**src/rtl/pwr_seq.sv**
```systemverilog
module pwr_seq #(
  parameter int N_OUT    = 6,
  parameter int N_SLOT   = 5,
  parameter int SLOT_W   = 3,
  parameter int TMR_W    = 8,
  parameter int KEEP_IDX = 5
) (
  input  logic                     clk,
  input  logic                     rst_n,
  input  logic                     supply_ok,
  input  logic                     ev_on,
  input  logic                     ev_off,
  input  logic                     ev_sleep,
  input  logic                     ev_wake,
  input  logic [TMR_W-1:0]         slot_gap,
  input  logic [N_OUT*SLOT_W-1:0]  on_slot,
  input  logic [N_OUT*SLOT_W-1:0]  off_slot,
  input  logic [N_OUT*SLOT_W-1:0]  sleep_slot,
  input  logic [N_OUT*SLOT_W-1:0]  wake_slot,
  input  logic [N_OUT-1:0]         sw_set,
  input  logic [N_OUT-1:0]         sw_clr,
  input  logic [N_OUT-1:0]         hw_sel,
  input  logic [N_OUT-1:0]         hw_pin,
  input  logic                     keep_on,
  output logic [N_OUT-1:0]         rail_en,
  output logic [2:0]               pwr_state,
  output logic                     seq_done
);

  localparam logic [2:0] S_OFF = 3'd0, S_SEQ_ON = 3'd1, S_ON = 3'd2, S_SEQ_SLEEP = 3'd3,
                         S_SLEEP = 3'd4, S_SEQ_WAKE = 3'd5, S_SEQ_OFF = 3'd6;
  localparam logic [SLOT_W-1:0] FIRST = SLOT_W'(1);
  localparam logic [SLOT_W-1:0] LAST  = SLOT_W'(N_SLOT);
  localparam logic [N_OUT-1:0]  KEEP_MASK = N_OUT'(1) << KEEP_IDX;

  logic [2:0]        state;
  logic [TMR_W-1:0]  tmr;
  logic [SLOT_W-1:0] slot;
  logic [3:0]        pend;
  logic [N_OUT-1:0]  rail_q, hit, unslot, hw_ctl;

  wire [3:0] req    = pend | {ev_wake, ev_sleep, ev_off, ev_on};
  wire       tick   = (tmr == slot_gap);
  wire       rev    = (state == S_SEQ_OFF) || (state == S_SEQ_WAKE);
  wire       rise   = (state == S_SEQ_ON) || (state == S_SEQ_WAKE);
  wire       last   = rev ? (slot == FIRST) : (slot == LAST);
  wire       hw_live = (state == S_ON) || (state == S_SEQ_SLEEP) ||
                       (state == S_SLEEP) || (state == S_SEQ_WAKE);
  wire       keep_live = keep_on && ((state == S_OFF) || (state == S_SEQ_OFF));

  for (genvar i = 0; i < N_OUT; i++) begin : g_out
    logic [SLOT_W-1:0] fld, on_f;
    assign on_f = on_slot[i*SLOT_W +: SLOT_W];
    assign unslot[i] = (on_f == '0) || (on_f > LAST);
    assign hw_ctl[i] = hw_sel[i] && unslot[i];
    always_comb begin
      case (state)
        S_SEQ_ON:    fld = on_f;
        S_SEQ_OFF:   fld = off_slot[i*SLOT_W +: SLOT_W];
        S_SEQ_SLEEP: fld = sleep_slot[i*SLOT_W +: SLOT_W];
        default:     fld = wake_slot[i*SLOT_W +: SLOT_W];
      endcase
    end
    assign hit[i] = (fld == slot);
  end

  assign rail_en = (rail_q & ~hw_ctl) | (hw_pin & hw_ctl & {N_OUT{hw_live}}) |
                   (KEEP_MASK & {N_OUT{keep_live}});
  assign pwr_state = state;

  always_ff @(posedge clk or negedge rst_n) begin
    if (!rst_n) begin
      state    <= S_OFF;
      tmr      <= '0;
      slot     <= '0;
      pend     <= '0;
      rail_q   <= '0;
      seq_done <= 1'b0;
    end else begin
      seq_done <= 1'b0;
      case (state)
        S_OFF: begin
          pend <= '0;
          if (req[0] && supply_ok) begin
            state  <= S_SEQ_ON;
            tmr    <= '0;
            slot   <= FIRST;
            rail_q <= '0;
          end
        end
        S_ON: begin
          pend <= '0;
          if (req[1]) begin
            state  <= S_SEQ_OFF;
            tmr    <= '0;
            slot   <= LAST;
            rail_q <= rail_q & ~unslot;
          end else if (req[2]) begin
            state <= S_SEQ_SLEEP;
            tmr   <= '0;
            slot  <= FIRST;
          end else begin
            rail_q <= (rail_q | (sw_set & ~hw_ctl)) & ~(sw_clr & ~hw_ctl);
          end
        end
        S_SLEEP: begin
          pend <= '0;
          if (req[1]) begin
            state  <= S_SEQ_OFF;
            tmr    <= '0;
            slot   <= LAST;
            rail_q <= rail_q & ~unslot;
          end else if (req[3]) begin
            state <= S_SEQ_WAKE;
            tmr   <= '0;
            slot  <= LAST;
          end
        end
        default: begin
          pend <= req;
          if (tick) begin
            tmr    <= '0;
            rail_q <= rise ? (rail_q | hit) : (rail_q & ~hit);
            if (last) begin
              seq_done <= 1'b1;
              case (state)
                S_SEQ_ON, S_SEQ_WAKE: state <= S_ON;
                S_SEQ_SLEEP:          state <= S_SLEEP;
                default: begin
                  state  <= S_OFF;
                  rail_q <= '0;
                end
              endcase
            end else begin
              slot <= rev ? slot - SLOT_W'(1) : slot + SLOT_W'(1);
            end
          end else begin
            tmr <= tmr + TMR_W'(1);
          end
        end
      endcase
    end
  end

  wire in_seq = (state == S_SEQ_ON) || (state == S_SEQ_OFF) ||
                (state == S_SEQ_SLEEP) || (state == S_SEQ_WAKE);

  assert_legal_state_R10: assert property (@(posedge clk) disable iff (!rst_n)
    state <= S_SEQ_OFF);
  assert_done_pulse_R10: assert property (@(posedge clk) disable iff (!rst_n)
    seq_done |=> !seq_done);
  assert_on_gated_R2: assert property (@(posedge clk) disable iff (!rst_n)
    (state == S_OFF && !supply_ok) |=> state == S_OFF);
  assert_up_only_R1: assert property (@(posedge clk) disable iff (!rst_n)
    (state == S_SEQ_ON) |=> (($past(rail_q) & ~rail_q) == '0));
  assert_down_only_R3: assert property (@(posedge clk) disable iff (!rst_n)
    (state == S_SEQ_OFF) |=> ((rail_q & ~$past(rail_q)) == '0));
  assert_slot_spacing_R1: assert property (@(posedge clk) disable iff (!rst_n)
    (in_seq && !tick) |=> $stable(rail_q));
  assert_off_dark_R6: assert property (@(posedge clk) disable iff (!rst_n)
    (state == S_OFF) |-> ((rail_en & ~KEEP_MASK) == '0));

endmodule

```
**config.mk**
```make
export PLATFORM = sky130hd
export DESIGN_NAME = pwr_seq
export DESIGN_NICKNAME = d
export VERILOG_FILES = /design/src/rtl/pwr_seq.sv
export SDC_FILE = /design/constraint.sdc
export NUM_CORES = 1
export LEC_CHECK = 0
export BUFFER_PORTS_ARGS = -buffer_cell sky130_fd_sc_hd__buf_2
export CAP_MARGIN = 20
export CELL_PAD_IN_SITES_DETAIL_PLACEMENT = 2
export CELL_PAD_IN_SITES_GLOBAL_PLACEMENT = 2
export CORE_MARGIN = 10
export CORE_UTILIZATION = 28
export DETAILED_ROUTE_END_ITERATION = 10
export PLACE_DENSITY_LB_ADDON = 0.1
export SLEW_MARGIN = 10
export SYNTH_ARGS = -nofsm -noshare
export SYNTH_HDL_FRONTEND = slang
export SYNTH_SLANG_ARGS = --single-unit
```
**constraint.sdc**
```tcl
create_clock -name clk -period 4.9 [get_ports clk]
set_input_delay 0.735 -clock clk [delete_from_list [all_inputs] [get_ports clk]]
set_output_delay 0.735 -clock clk [all_outputs]
set_load 0.005 [all_outputs]
```
==> flow_summary.json, run 1 <==
{
  "status": "completed",
  "regArea_um2": 626,
  "slew_violations": 0,
  "wl_per_cell_um": 20.7,
  "min_period_ps": 3080,
  "hp-class": "in -> async",
  "synth_most_common_cell": "nor2_1",
  "routed_wl_mm": 11.9,
  "switching_power_uw": 489,
  "synth_edf_count": 0,
  "diodes": 0,
  "period_share": 0.629,
  "start_util": 0.291,
  "postCtsSetupRepairBufs": 0,
  "vias": 3127,
  "syn2layout_area_growth_pct": 25.2,
  "fp-row-count": 35,
  "worst-setup-path-type": "reg -> out",
  "reg2reg_depth": 6,
  "clock_power_share": 0.123,
  "grtUsageMet2": 0.264,
  "gr-total-overflow": 0,
  "port_buffers": 121,
  "async_reset_ff_frac": 1.00,
  "final_area_um2": 3400,
  "grt_use_met3": 0.0395,
  "cp-startpoint": "pwr_state[1]",
  "cap_violations": 0,
  "p_comb_frac": 0.565,
  "post-dp-hpwl_mm": 10.0,
  "r2r-start": "pwr_state[0]",
  "dp_cells": 574,
  "path_clk_slew_ps": 110,
  "fin_nets": 566,
  "tightestPinTransition_ps": 735,
  "yosys-top-cells-count": "40 x nor2_1, 26 x nand2_1, 25 x dfrtp_1",
  "drive_gt1_frac": 0.321,
  "swShare": 0.457,
  "max_freq_mhz": 324,
  "maxSlewHeadroom": 0.510,
  "multi_input_area_um2": 1910,
  "grt_use_total": 0.167,
  "htree_levels": 1,
  "syn_area_um2": 2710,
  "yosys_warnings": 0,
  "cp.arrival_ps": 2350,
  "cts_tree": "done",
  "synthFlopType": "dfrtp_1",
  "leakagePower_nw": 1.44,
  "syn_inst": 344,
  "drt_iter0_markers": 136,
  "synth_seq_cells": 25,
  "rsz0062_at_grt": "no",
  "tns_ps": 0,
  "numClockSinks": 25,
  "cts_buffers": 3,
  "ir_drop_v": 0.000141,
  "cellPowerDensity_nw_per_um2": 316,
  "crit_required_ps": 4160,
  "internal-power_uw": 582,
  "fp.dieW_um": 118,
  "critPathMaxFanout": 18,
  "worst_setup_path_start_kind": "flip-flop",
  "r2r-end": "rail_q[5]",
  "yosysTopAreaCellShare": 0.231,
  "post_cts_resized": 0,
  "globalRouteMet1Util": 0.230,
  "io_pins": 122,
  "grt_pass1_wl_mm": 19.5,
  "r2r_slack_ps": 1960,
  "yosysTopAreaCell": "dfrtp_1",
  "synth_nets": 460,
  "finalSetupViolations": 0,
  "cts_max_path_buffers": 2,
  "seqPwrFrac": 0.312,
  "synth-seq-area-share": 0.231,
  "antenna_found_initial": 0,
  "dr.pass1.iters": 4,
  "synth_area_leaders": "dfrtp_1 23%, xnor2_1 6.8%, nor2_1 5.5%, o22ai_1 5.5%, o32ai_1 5.2%",
  "n_fill_cell": 1156,
  "cts_root_buf": "clkbuf_8",
  "drtAntennaViolNets": 0,
  "drt-vias-per-instance": 5.41,
  "skew_ps": 15.3,
  "ys_types": 50,
  "fin_cells": 578,
  "avgSynthCellArea_um2": 7.88,
  "cts.hold.buffers_added": 0,
  "core-area_um2": 9330,
  "place_area_um2": 3350,
  "hold_viol_final": 0,
  "insertion_delay_ps": 280,
  "grt_start_max_net_pins": 26,
  "dieArea_um2": 14000,
  "place_congestion": 0.836,
  "drc": 0,
  "grt_pass1_vias": 3453,
  "top_usage_layer": "met2",
  "die_h_um": 118,
  "endpoint_kind": "primary output"
}
## critical path, cell delays in order (launching register included)
cell     delay [ps]
dfrtp_1         700
buf_4           340
nor2b_1         290
or2_2           290
nor3b_1          80
a21oi_1         130
o21ai_0          90
buf_2           150
## layer usage
metal	share of wire	up-vias
met5	0	-
met4	0.0048	0
met3	0.058	4
met2	0.45	85
met1	0.48	1520
li1	-	1518
## worst max path at each step
stage / to / slack [ps] / cells after the start
detailed placement: rail_q[5] / 1970 / 6
global placement: rail_q[4] / 2060 / 6
floorplan: rail_en[5] / 2480 / 8
global route: rail_en[5] / 1610 / 7
CTS: rail_en[5] / 1790 / 7
finish: rail_en[5] / 1820 / 7
## cells by family (layout without fill, tap and decap cells)
| group | after synthesis | after routing | share of synthesized area |
|---|---|---|---|
| buffers and inverters | 31 | 136 | 0.0665 |
| xor gates and xnor gates | 31 | 31 | 0.103 |
| and+or+nand+nor | 119 | 119 | 0.210 |
| adders and majority gates | 4 | 4 | 0.0185 |
| AOI/OAI and AO/OA | 126 | 126 | 0.342 |
| muxes | 8 | 8 | 0.0295 |
| DFF | 25 | 25 | 0.231 |
## flip-flops by register name (all words and copies together) (netlist names)
name / count
tmr: 8
seq_done: 1
slot: 3
pend: 4
pwr_state: 3
rail_q: 6
## layout make-up
cell class              instances  share of cell area
flip-flops and latches         25               0.184
multi-input cells             288               0.561
well taps                     129              0.0475
clock buffers                   3              0.0122
clock inverters                 1             0.00221
repair buffers                123               0.183
inverters                       9             0.00995
## power by group through the flow
stage / clock network, mW / registers [mW] / logic (mW)
2_1_floorplan: 0 / 0.311 / 0.454
3_3_place_gp: 0 / 0.336 / 0.586
3_5_place_dp: 0 / 0.339 / 0.608
4_1_cts: 0.137 / 0.335 / 0.614
5_1_grt: 0.146 / 0.345 / 0.686
6_report: 0.132 / 0.334 / 0.606
## layout by cell type, fill, tap and decap left out, types with 2 or more instances in the layout
| master | synthesis | routed |
|---|---|---|
| nor2b_1 | 5 | 5 |
| buf_2 | 7 | 121 |
| inv_2 | 2 | 2 |
| inv_1 | 7 | 7 |
| a21o_1 | 6 | 6 |
| o22ai_1 | 24 | 24 |
| nand2_1 | 26 | 26 |
| o31ai_1 | 5 | 5 |
| clkbuf_8 | 0 | 3 |
| o311ai_0 | 6 | 6 |
| nor2_1 | 40 | 40 |
| or2_2 | 4 | 4 |
| o21ai_0 | 24 | 24 |
| nand3_1 | 12 | 12 |
| mux2i_1 | 8 | 8 |
| nand4_1 | 2 | 2 |
| and3_1 | 2 | 2 |
| xnor2_1 | 21 | 21 |
| dfrtp_1 | 25 | 25 |
| a22o_1 | 2 | 2 |
| a21oi_1 | 13 | 13 |
| ha_1 | 4 | 4 |
| a211oi_2 | 6 | 6 |
| or4_1 | 6 | 6 |
| a211oi_1 | 10 | 10 |
| nand2b_1 | 4 | 4 |
| xor2_1 | 9 | 9 |
| nor3_1 | 8 | 8 |
| and2_1 | 7 | 7 |
| a32o_1 | 3 | 3 |
| o32ai_1 | 16 | 16 |
| buf_4 | 5 | 2 |
## per-stage QoR
stage,total power [mW],util,setup slack (ps),hold WS [ps]
6_report,1.07,0.364,1820,457
5_1_grt,1.18,0.364,1610,487
3_3_place_gp,0.922,0.359,2060,470
2_1_floorplan,0.765,-,2480,439
3_5_place_dp,0.947,0.359,1970,491
4_1_cts,1.09,0.364,1790,473
(Power assumes the default switching activity.)
==> run 2: changes to the inputs <==
--- a/config.mk
+++ b/config.mk
@@ -10,7 +10,7 @@
 export CELL_PAD_IN_SITES_DETAIL_PLACEMENT = 2
 export CELL_PAD_IN_SITES_GLOBAL_PLACEMENT = 2
 export CORE_MARGIN = 10
-export CORE_UTILIZATION = 28
+export CORE_UTILIZATION = 26
 export DETAILED_ROUTE_END_ITERATION = 10
 export PLACE_DENSITY_LB_ADDON = 0.1
 export SLEW_MARGIN = 10
==> constraint.sdc (replaced) <==
create_clock -name clk -period 3 [get_ports clk]
set_input_delay 0.45 -clock clk [delete_from_list [all_inputs] [get_ports clk]]
set_output_delay 0.45 -clock clk [all_outputs]
set_load 0.005 [all_outputs]
==> run 2 against run 1 <==
Routed wire length rose by 2.1%. Flip-flop and latch count unchanged. Via count grew 1.1%. Power is 66% higher. Global-route usage fell by 0.83 points. Critical path depth unchanged. Sequential share of layout area is 0.40 points lower. Die area increased by 6.4%. Final cell count rose by 2.8%. Worst hold slack lost 290 ps. Critical endpoint is now rail_q[3]. Highest routed layer unchanged.
==> flow_summary.json, run 2 (synthesis gave the netlist of run 1 again) <==
{
  "cts_tree": "done",
  "switching_power_uw": 807,
  "place_ws_ps": 418,
  "grt_use_total": 0.158,
  "fin_cells": 594,
  "vias": 3160,
  "final_common_cell": "buf_2",
  "max_freq_mhz": 385,
  "cp.arrival_ps": 2810,
  "status": "completed",
  "port_buffers": 121,
  "cp_slowest_stage_delay_ps": 590,
  "grt_start_max_net_pins": 26,
  "wl_met2_mm": 5.31,
  "io_pins": 122,
  "finalSetupViolations": 0,
  "leakagePower_nw": 1.49,
  "cp_cell_sequence": "nand2b_1 -> buf_4 -> o22ai_1 -> a211oi_1 -> xnor2_1 -> or4_1 -> nand3_1",
  "cts_root_buf": "clkbuf_8",
  "drtAntennaViolNets": 0,
  "place_area_um2": 3420,
  "fin_nets": 575,
  "tightestPinTransition_ps": 641,
  "tns_ps": 0,
  "clock_power_share": 0.126,
  "cellPowerDensity_nw_per_um2": 512,
  "swShare": 0.454,
  "reg_top3": "tmr x8, rail_q x6, pend x4",
  "dr.max_layer_used": "met4",
  "slew_violations": 0,
  "cts.hold.buffers_added": 0,
  "post_cts_resized": 0,
  "routed_wl_mm": 12.2,
  "endpoint_kind": "flip-flop",
  "final_area_um2": 3470,
  "crit_buf_inv": 1,
  "fp.dieW_um": 122,
  "core-area_um2": 10200,
  "place_congestion": 0.762,
  "min_period_ps": 2600,
  "worst_setup_path_start_kind": "flip-flop",
  "internal-power_uw": 972,
  "start_util": 0.265,
  "rsz0062_at_grt": "no",
  "largest_register": "tmr",
  "post-dp-hpwl_mm": 10.2,
  "cts_max_path_buffers": 2,
  "worst-setup-path-type": "reg -> reg",
  "dr.pass1.iters": 4,
  "drc": 0,
  "grt_pass1_wl_mm": 19.3,
  "insertion_delay_ps": 290,
  "final_core_util": 0.339,
  "postCtsSetupRepairBufs": 0,
  "antenna_found_initial": 0,
  "drive_gt1_frac": 0.334,
  "wl_per_cell_um": 20.5,
  "n_fill_cell": 1226,
  "met1_length_mm": 6.03,
  "drt_iter0_markers": 145,
  "largest_register_ffs": 8,
  "p_comb_frac": 0.572,
  "dp_cells": 590,
  "skew_ps": 17.3,
  "period_share": 0.866,
  "syn2layout_area_growth_pct": 28.1,
  "fp-row-count": 37,
  "drt-vias-per-instance": 5.32,
  "die_h_um": 122,
  "cap_violations": 0,
  "crit_path_top_delay_cell": "dfrtp_1",
  "path_delay_family": "simple AND/OR/NAND/NOR gates",
  "htree_levels": 1,
  "power.total_mw": 1.78,
  "critPathMaxFanout": 12,
  "grt_pass1_vias": 3534,
  "path_clk_slew_ps": 110,
  "crit_required_ps": 3210,
  "hp-class": "in -> async",
  "routed-wl-met3_um": 769,
  "cts_buffers": 3,
  "maxSlewHeadroom": 0.573,
  "gr-total-overflow": 0,
  "whs_ps": 162,
  "seqPwrFrac": 0.303,
  "mostFrequentLayoutCells": "121 x buf_2, 40 x nor2_1, 26 x nand2_1, 25 x dfrtp_1",
  "hold_viol_final": 0,
  "ir_drop_v": 0.000191,
  "numClockSinks": 25,
  "finalWorstSetupSlack_ps": 402,
  "dieArea_um2": 14900,
  "diodes": 0
}
==> run 2: metal layers <==
| layer | GRT usage | vias to the layer above |
|---|---|---|
| met5 | 0 | - |
| met4 | 0.0258 | 0 |
| met3 | 0.0412 | 6 |
| met2 | 0.242 | 84 |
| met1 | 0.222 | 1541 |
| li1 | - | 1529 |
==> run 2: path summary, 6_finish.rpt <==
path | startpoint | end | slack, ps | cells past startpoint
max in group asynchronous | rst_n | rail_q[2] | 2410 | 1
worst min register to register | pend[3] | pend[3] | 500 | 2
worst min-delay path | rst_n | tmr[5] | 160 | 1
min in group clk | ev_on | pend[0] | 390 | 3
worst max register to register | pwr_state[2] | rail_q[3] | 400 | 7
worst max-delay path | pwr_state[2] | rail_q[3] | 400 | 7
==> run 2: worst register-to-register path, stage by stage, from the launching register on <==
cell      delay, ps
dfrtp_1         590
nand2b_1        420
buf_4           240
o22ai_1         120
a211oi_1        390
xnor2_1         150
or4_1           530
nand3_1         100
==> run 2: power groups by stage <==
stage / registers, mW / clock network [mW] / logic, mW
4_1_cts: 0.540 / 0.229 / 1.03
3_5_place_dp: 0.546 / 0 / 1.02
2_1_floorplan: 0.508 / 0 / 0.741
6_report: 0.538 / 0.224 / 1.02
3_3_place_gp: 0.540 / 0 / 0.981
5_1_grt: 0.558 / 0.242 / 1.14
==> run 2: cell type report <==
cell class / count / area [um^2] / share of cell area
multi-input combinational: 288 / 1910 / 0.549
timing repair buffer: 132 / 688 / 0.198
sequential: 25 / 626 / 0.180
tap: 136 / 170 / 0.0490
clock buffer: 3 / 41.3 / 0.0119
inverter: 9 / 33.8 / 0.00973
clock inverter: 1 / 7.51 / 0.00216
==> run 3: changes to the inputs <==
--- a/config.mk
+++ b/config.mk
@@ -9,10 +9,12 @@
 export CAP_MARGIN = 20
 export CELL_PAD_IN_SITES_DETAIL_PLACEMENT = 2
 export CELL_PAD_IN_SITES_GLOBAL_PLACEMENT = 2
-export CORE_MARGIN = 10
+export CORE_MARGIN = 5
 export CORE_UTILIZATION = 26
 export DETAILED_ROUTE_END_ITERATION = 10
+export GPL_TIMING_DRIVEN = 0
 export PLACE_DENSITY_LB_ADDON = 0.1
+export REMOVE_ABC_BUFFERS = 1
 export SLEW_MARGIN = 10
 export SYNTH_ARGS = -nofsm -noshare
 export SYNTH_HDL_FRONTEND = slang
==> run 3 against run 2 <==
Utilization shrank 0.54 points. Critical path depth did not move. First-iteration DRC count shrank 21%. Non-clock buffer count fell by 10. Clock skew down 13 ps. Combinational power down 5%. Clock power about the same. Routed wire length decreased by 7.7%. Via count increased by 0.38%. Power fell by 1.5%. Cell area shrank 1.6%.
==> flow_summary.json, run 3 (synthesis gave the netlist of run 1 again) <==
{
  "drive_gt1_frac": 0.330,
  "largest_register_ffs": 8,
  "port_buffers": 121,
  "maxSlewHeadroom": 0.462,
  "fp-row-count": 37,
  "critPathMaxFanout": 16,
  "drtAntennaViolNets": 0,
  "fp.dieW_um": 112,
  "hold_viol_final": 0,
  "worst-setup-path-type": "reg -> reg",
  "drt_iter0_markers": 114,
  "syn2layout_area_growth_pct": 26.0,
  "tightestPinTransition_ps": 807,
  "grt_use_total": 0.174,
  "status": "completed",
  "place_congestion": 0.726,
  "htree_levels": 1,
  "cap_violations": 0,
  "leakagePower_nw": 1.44,
  "cts_root_buf": "clkbuf_8",
  "cp_slowest_stage_delay_ps": 660,
  "rsz0062_at_grt": "no",
  "cts_buffers": 3,
  "cp.arrival_ps": 3000,
  "numClockSinks": 25,
  "endpoint_kind": "flip-flop",
  "r2r_slack_ps": 220,
  "cts_tree": "done",
  "r2r-start": "pwr_state[1]",
  "fin_cells": 585,
  "mostFrequentLayoutCells": "121 x buf_2, 40 x nor2_1, 26 x nand2_1, 24 x o21ai_0, 24 x o22ai_1",
  "skew_ps": 3.99,
  "wl_per_cell_um": 19.3,
  "antenna_found_initial": 3,
  "r2r-end": "rail_q[0]",
  "cellPowerDensity_nw_per_um2": 513,
  "drc": 0,
  "dp_cells": 580,
  "io_pins": 122,
  "core-area_um2": 10200,
  "crit_path_top_delay_cell": "dfrtp_2",
  "largest_register": "tmr",
  "finalSetupViolations": 0,
  "period_share": 0.927,
  "slew_violations": 0,
  "place_area_um2": 3360,
  "drt-vias-per-instance": 5.42,
  "grt_pass1_vias": 3437,
  "whs_ps": 174,
  "hp-class": "in -> async",
  "gr-total-overflow": 0,
  "n_fill_cell": 1267,
  "start_util": 0.265,
  "grt_start_max_net_pins": 35,
  "final_common_cell": "buf_2",
  "routed_wl_mm": 11.3,
  "path_clk_slew_ps": 110,
  "max_freq_mhz": 360,
  "vias": 3172,
  "ir_drop_v": 0.000167,
  "dr.pass1.iters": 4,
  "min_period_ps": 2780,
  "die_h_um": 112,
  "cts.hold.buffers_added": 0,
  "cp_cell_sequence": "buf_8 -> nand2b_1 -> o32ai_1 -> a211oi_1 -> xnor2_1 -> or4_1 -> nand3_1",
  "dieArea_um2": 12600,
  "post-dp-hpwl_mm": 9.04,
  "reg_top3": "tmr x8, rail_q x6, pend x4",
  "worst_setup_path_start_kind": "flip-flop",
  "insertion_delay_ps": 280,
  "final_area_um2": 3420,
  "reg2reg_depth": 7,
  "crit_required_ps": 3220,
  "grt_pass1_wl_mm": 17.9,
  "cts_max_path_buffers": 2,
  "fin_nets": 565
}
-- run 3: worst max-delay path, delay by kind of cell (launching register included) --
family / cells / cell delay (ps)
simple gates: 3 / 1210
buf+inv: 1 / 230
compound gates: 2 / 480
flops: 1 / 660
xor+xnor: 1 / 130
-- run 3: how the worst max path moves through the flow --
stage / startpoint / to / slack (ps) / depth (start not counted)
after floorplan: pwr_state[2] / rail_q[5] / 310 / 6
after global placement: pwr_state[2] / rail_q[5] / -470 / 6
after detailed placement: pwr_state[2] / rail_q[5] / -470 / 6
after CTS: pwr_state[0] / rail_q[0] / 150 / 6
after global routing: pwr_state[1] / rail_q[4] / 40 / 7
final: pwr_state[1] / rail_q[0] / 220 / 7
-- run 3: report_power, final --
part	switching (mW)	internal, mW	total, mW
logic	0.533	0.437	0.970
clock network	0.129	0.0977	0.227
registers	0.131	0.424	0.555
-- run 3: layout make-up --
| type | count | area [um^2] | area share |
|---|---|---|---|
| flip-flops and latches | 25 | 629 | 0.184 |
| multi-input cells | 288 | 1910 | 0.559 |
| well taps | 136 | 170 | 0.0498 |
| clock buffers | 3 | 41.3 | 0.0121 |
| inverters | 9 | 33.8 | 0.00989 |
| diodes | 1 | 2.50 | 0.000732 |
| repair buffers | 122 | 621 | 0.182 |
| clock inverters | 1 | 8.76 | 0.00256 |
-- run 3: what timing repair did --
action	4_1_cts	5_1_grt
resized for setup	4	1
setup buffers	0	0
setup endpoints to repair	7	2
endpoints found under the hold margin	0	0
-- run 3: metrics by stage --
| step | util | power [mW] | TNS (ps) | worst slack [ps] |
|---|---|---|---|---|
| after floorplan | - | 1.20 | 0 | 311 |
| after global placement | 0.327 | 1.49 | -1950 | -470 |
| after detailed placement | 0.328 | 1.55 | -1890 | -470 |
| after CTS | 0.334 | 1.78 | 0 | 146 |
| after global routing | 0.334 | 1.92 | 0 | 43.3 |
| final | 0.334 | 1.75 | 0 | 219 |
-- run 3: routing by layer --
metal | wire, um | track usage
met2 | 5420 | 0.302
met1 | 4970 | 0.223
met4 | 104 | 0.0313
met5 | 27 | 0
met3 | 738 | 0.0388
